<file path="src/rtl/motion_count_pkg.sv">
// Package: motion_count_pkg
// Shared types for the movement counter. The step code is what the
// pulse decoder hands to the saturating accumulator.
package motion_count_pkg;

    // Direction of the single step requested in one cycle.
    typedef enum logic [1:0] {
        STEP_HOLD = 2'b00,
        STEP_INC  = 2'b01,
        STEP_DEC  = 2'b10
    } step_e;

endpackage

</file>
<file path="src/rtl/motion_count_step_decode.sv">
// Module: motion_count_step_decode
// Turns the raw increment and decrement pulses into one step code.
// Assumes: each pulse lasts at most one cycle. When both pulses are
// high together, they cancel and the result is a hold.
module motion_count_step_decode
    import motion_count_pkg::*;
(
    input  logic  up_pulse,
    input  logic  down_pulse,
    output step_e step
);

    // Purpose: choose the step; conflicting or absent pulses give a hold.
    always_comb begin
        unique case ({up_pulse, down_pulse})
            2'b10:   step = STEP_INC;
            2'b01:   step = STEP_DEC;
            default: step = STEP_HOLD;
        endcase
    end

endmodule

</file>
<file path="src/rtl/motion_count_sat_acc.sv">
// Module: motion_count_sat_acc
// Signed saturating accumulator with a synchronous acknowledge clear.
// When the acknowledge is high, the held value is replaced by zero before
// the step is applied, so a step in the same cycle survives. The request
// register is loaded from the same next value, which keeps it in step
// with the count. Limits are symmetric, +/-(2^(CNT_W-1)-1).
// Assumes: CNT_W >= 2. Reset is synchronous and active low.
module motion_count_sat_acc
    import motion_count_pkg::*;
#(
    parameter int CNT_W = 2
) (
    input  logic                    clk,
    input  logic                    rst_n,
    input  logic                    ack,
    input  step_e                   step,
    output logic signed [CNT_W-1:0] cnt_q,
    output logic                    req_q
);

    localparam logic signed [CNT_W-1:0] POS_LIM = {1'b0, {(CNT_W-1){1'b1}}};
    localparam logic signed [CNT_W-1:0] NEG_LIM = -POS_LIM;
    localparam logic signed [CNT_W-1:0] ONE     = {{(CNT_W-1){1'b0}}, 1'b1};

    logic signed [CNT_W-1:0] base;
    logic signed [CNT_W-1:0] cnt_nxt;

    // Purpose: start from zero when acknowledged, otherwise from the held count.
    always_comb begin
        base = ack ? '0 : cnt_q;
    end

    // Purpose: apply one step to the base, clipping at the symmetric limits.
    always_comb begin
        cnt_nxt = base;
        unique case (step)
            STEP_INC: if (base != POS_LIM) cnt_nxt = base + ONE;
            STEP_DEC: if (base != NEG_LIM) cnt_nxt = base - ONE;
            default:  cnt_nxt = base;
        endcase
    end

    // Purpose: register the count and the pending-request flag.
    always_ff @(posedge clk) begin
        if (!rst_n) begin
            cnt_q <= '0;
            req_q <= 1'b0;
        end else begin
            cnt_q <= cnt_nxt;
            req_q <= (cnt_nxt != '0);
        end
    end

endmodule

</file>
<file path="src/rtl/motion_count_sext.sv">
// Module: motion_count_sext
// Sign-extends a narrow two's complement value to a wider bus.
// Assumes: 1 <= IN_W <= OUT_W. Purely combinational.
module motion_count_sext #(
    parameter int IN_W  = 2,
    parameter int OUT_W = 8
) (
    input  logic [IN_W-1:0]  val_i,
    output logic [OUT_W-1:0] val_o
);

    // Purpose: copy the low bits and replicate the sign bit upward.
    for (genvar i = 0; i < OUT_W; i++) begin : g_bit
        if (i < IN_W) begin : g_copy
            assign val_o[i] = val_i[i];
        end else begin : g_sign
            assign val_o[i] = val_i[IN_W-1];
        end
    end

endmodule

</file>
<file path="src/rtl/motion_count.sv">
// Module: motion_count (top)
// Movement counter: decodes the direction pulses, accumulates them with
// saturation and a synchronous acknowledge clear, and presents the
// count sign-extended to OUT_W bits together with a pending request.
// Assumes: up_pulse, down_pulse and ack are synchronous to clk and last
// one cycle each. rst_n is synchronous, active low, for initialization.
module motion_count
    import motion_count_pkg::*;
#(
    parameter int CNT_W = 2,
    parameter int OUT_W = 8
) (
    input  logic             clk,
    input  logic             rst_n,
    input  logic             up_pulse,
    input  logic             down_pulse,
    input  logic             ack,
    output logic [OUT_W-1:0] count_o,
    output logic             move_req_o
);

    step_e                   step;
    logic signed [CNT_W-1:0] cnt_q;

    motion_count_step_decode u_dec (
        .up_pulse   (up_pulse),
        .down_pulse (down_pulse),
        .step       (step)
    );

    motion_count_sat_acc #(
        .CNT_W (CNT_W)
    ) u_acc (
        .clk   (clk),
        .rst_n (rst_n),
        .ack   (ack),
        .step  (step),
        .cnt_q (cnt_q),
        .req_q (move_req_o)
    );

    motion_count_sext #(
        .IN_W  (CNT_W),
        .OUT_W (OUT_W)
    ) u_sext (
        .val_i (cnt_q),
        .val_o (count_o)
    );

endmodule

</file>
<file path="config.mk">
export PLATFORM = sky130hd
export DESIGN_NAME = motion_count
export DESIGN_NICKNAME = d
export VERILOG_FILES = /design/src/rtl/motion_count_pkg.sv /design/src/rtl/motion_count_step_decode.sv /design/src/rtl/motion_count_sat_acc.sv /design/src/rtl/motion_count_sext.sv /design/src/rtl/motion_count.sv
export SDC_FILE = /design/constraint.sdc
export NUM_CORES = 1
export LEC_CHECK = 0
export BUFFER_PORTS_ARGS = -buffer_cell sky130_fd_sc_hd__buf_2
export CAP_MARGIN = 20
export CORE_AREA = 10 10 47 49
export DETAILED_ROUTE_END_ITERATION = 16
export DIE_AREA = 0 0 57 59
export SYNTH_ARGS = -nofsm -noshare
export SYNTH_HDL_FRONTEND = slang
export SYNTH_SLANG_ARGS = --single-unit
</file>
<file path="constraint.sdc">
create_clock -name clk -period 2.4 [get_ports clk]
set_input_delay 0.6 -clock clk [delete_from_list [all_inputs] [get_ports clk]]
set_output_delay 0.6 -clock clk [all_outputs]
set_load 0.05 [all_outputs]
</file>
==> impl_metrics.ini <==
[place]
placed_area_um2 = 307
buffer_ports.inserted = 13
dpl.hpwl_um = 479
gpl.final_weighted_congestion = 0.677
dpl.cell_count = 53
placement.setup.worst_slack_ns = 0.661

[sta]
rsz0062_at_grt = no
tns_ns = 0
finalHoldViolCount = 0
timing.final.setup_violations = 0
tightest_slew_ns = 0.256
finClkSkew_ns = 0.00225
fin_worst_hold_slack_ns = 0.617
slew_violations = 0
setup_ws_ns = 0.839
max_clock_freq_ghz = 0.641
timing.max_slew.rel_slack_pct = 83.1
timing.final.crit_period_ns = 1.56
final_min_period_over_clock_period_pct = 65.0

[run_status]
outcome = complete, no violations

[yosys]
synthesis.yosys.warnings = 0
postSynthNetCount = 38
post_synth_num_cell_types = 14
synth.cell_area_um2 = 267
seq_area_frac_synth_pct = 22.5
total_of_flip_flops_plus_latches_after_synthesis = 3
syn-mean-instance-area_um2 = 8.88
instance_count_of_the_mapped_netlist = 30

[grt]
grt_max_degree = 10
grt_pass1_vias = 196
grt_remaining_overflow = 0
grt_pass1_wl_um = 890
grt_antenna_before_repair = 0
groute.usage.overall_pct = 3.72

[floorplan]
chipHeight_um = 59
floorplan.die.width_um = 57
io-pin-count = 14
fp.coreArea_um2 = 1400
rows = 14
initial_core_util_pct = 19.0
die_area_um2 = 3360

[layout]
commonest_cells_after_routing_fill_and_taps_aside = sky130_fd_sc_hd__buf_2, sky130_fd_sc_hd__inv_1, sky130_fd_sc_hd__ha_1, sky130_fd_sc_hd__clkbuf_4, sky130_fd_sc_hd__dfxtp_1
area.growth.synth_to_final_pct = 24.9
instances_no_fill = 57
final_layout_size_suffix_gt1_share_pct = 43.9
fin_area_um2 = 333
postLayoutCoreUtil_pct = 23.8
layout.nets = 50
insertedDiodeCount = 0
layout_commonest_cell = sky130_fd_sc_hd__buf_2

[detailed_routing]
detailroute.wirelength.met3_um = 108
postRouteAntennaNets = 0
wirelength_per_cell_um = 9.88
vias_per_cell = 4.00
drc = 0
drtPass1Iterations = 1
wl_met2_um = 187
detailroute.via_count = 228
top_routing_layer_in_use = met4
drt-total-wl_um = 563
wirelength_met1_um = 247
initialDrtViolationCount = 0

[power_and_ir_drop]
p_comb_share_pct = 30.2
power_per_cell_area_nw_per_um2 = 633
leakagePower_nw = 0.186
power.switching_fraction_pct = 35.4
peakVddDrop_mv = 0.280
clock_power_share_pct = 42.5
seqPwrFrac_pct = 27.4
total_power_mw = 0.211
intPower_mw = 0.136
power.switching_mw = 0.0745

[clocking]
cts_tree = built
cts-hold-fix-buffers = 0
post-cts-setup-buffers = 0
post_cts_resized = 0
ctsHtreeMaxLevel = 1
cts_root_buf = sky130_fd_sc_hd__clkbuf_4
clkLatencyLatePin_ns = 0.23
max-clock-path-buffers = 2
clkSinkCount = 3
cts_buffers = 3
clock_slew_at_reported_path_ffs_ns = 0.04

[setup_path]
endpoint_kind = primary output
buffers_and_inverters_on_the_worst_path = 1
worstSetupPathDepth = 1
crit_path_max_fanout = 9
worstRegToRegCells = 6
critical-path-slowest-cell = sky130_fd_sc_hd__dfxtp_1
max_stage_delay_ns = 0.42
timing.critical_path.cells = buf_2
critical-path-top-delay-family = flip-flops
cp-start-kind = register
critPathKind = reg2out
cp_data_arrival_time_ns = 0.96
worstPathRequired_ns = 1.80

[hold_path]
holdPathStages = 2
holdCritPathClass = in2reg

[job]
maxCapViolCount = 0
## registers in the layout, summed over array words and instances, names as in the netlist
name / count
u_acc.cnt_q: 2
u_acc.req_q: 1
## area by class of cell
class | count | area, um2
Clock buffer | 4 | 26.3
Multi-Input combinational cell | 17 | 146
Sequential cell | 3 | 60.1
Fill cell | 169 | 1070
Tap cell | 16 | 20.0
Timing Repair Buffer | 13 | 65.1
Inverter | 4 | 15.0
## Yosys cell counts
cell type,count,area [um2]
sky130_fd_sc_hd__o21ai_0,2,10.0
sky130_fd_sc_hd__nor2b_1,2,12.5
sky130_fd_sc_hd__ha_1,3,37.5
sky130_fd_sc_hd__nor2b_4,1,13.8
sky130_fd_sc_hd__o311a_1,2,20.0
sky130_fd_sc_hd__buf_4,6,45.0
sky130_fd_sc_hd__a21boi_0,2,15.0
sky130_fd_sc_hd__and2b_1,1,7.51
sky130_fd_sc_hd__nand3b_1,1,7.51
sky130_fd_sc_hd__a21boi_2,1,11.3
sky130_fd_sc_hd__or2b_1,1,7.51
sky130_fd_sc_hd__nor2_1,1,3.75
sky130_fd_sc_hd__inv_1,4,15.0
sky130_fd_sc_hd__dfxtp_1,3,60.1
## kinds of logic (layout without fill, tap and decap cells)
logic type      count (synthesis)  in the layout  share of synthesized area [%]
compound gates                  7              7                           21.1
buf+inv                        10             21                           22.5
flops                           3              3                           22.5
simple gates                    7              7                           19.7
fa+ha+maj                       3              3                           14.1
## per-layer routing
metal	up-vias	track usage (%)
met4	0	3.02
li1	117	-
met2	17	3.41
met1	92	3.82
met5	-	0
met3	2	4.94
## worst paths after layout
check                            startpoint                   endpoint  slack, ns
setup reg to reg  u_acc.cnt_q[1]$_SDFF_PN0_     u_acc.req_q$_SDFF_PN0_       0.91
setup / recovery  u_acc.cnt_q[1]$_SDFF_PN0_                 count_o[6]       0.84
hold / removal                        rst_n  u_acc.cnt_q[0]$_SDFF_PN0_       0.62
hold reg to reg   u_acc.cnt_q[0]$_SDFF_PN0_     u_acc.req_q$_SDFF_PN0_       0.67
## worst register-to-register path: cells and delay by family, from the launching register on
family | cells | cell delay [ns]
DFF | 1 | 0.42
AOI/OAI and AO/OA | 2 | 0.37
adders and majority gates | 1 | 0.28
buffers and inverters | 2 | 0.10
and+or+nand+nor | 1 | 0.21
## power groups by stage
stage | Clock (mW) | Combinational, mW | Sequential (mW)
final | 0.0895 | 0.0635 | 0.0576
after floorplan | 0 | 0.0400 | 0.0721
after global placement | 0 | 0.0640 | 0.0584
after global routing | 0.103 | 0.0690 | 0.0582
after CTS | 0.0947 | 0.0647 | 0.0577
after detailed placement | 0 | 0.0644 | 0.0585
Power figures use the tool's default switching activity.
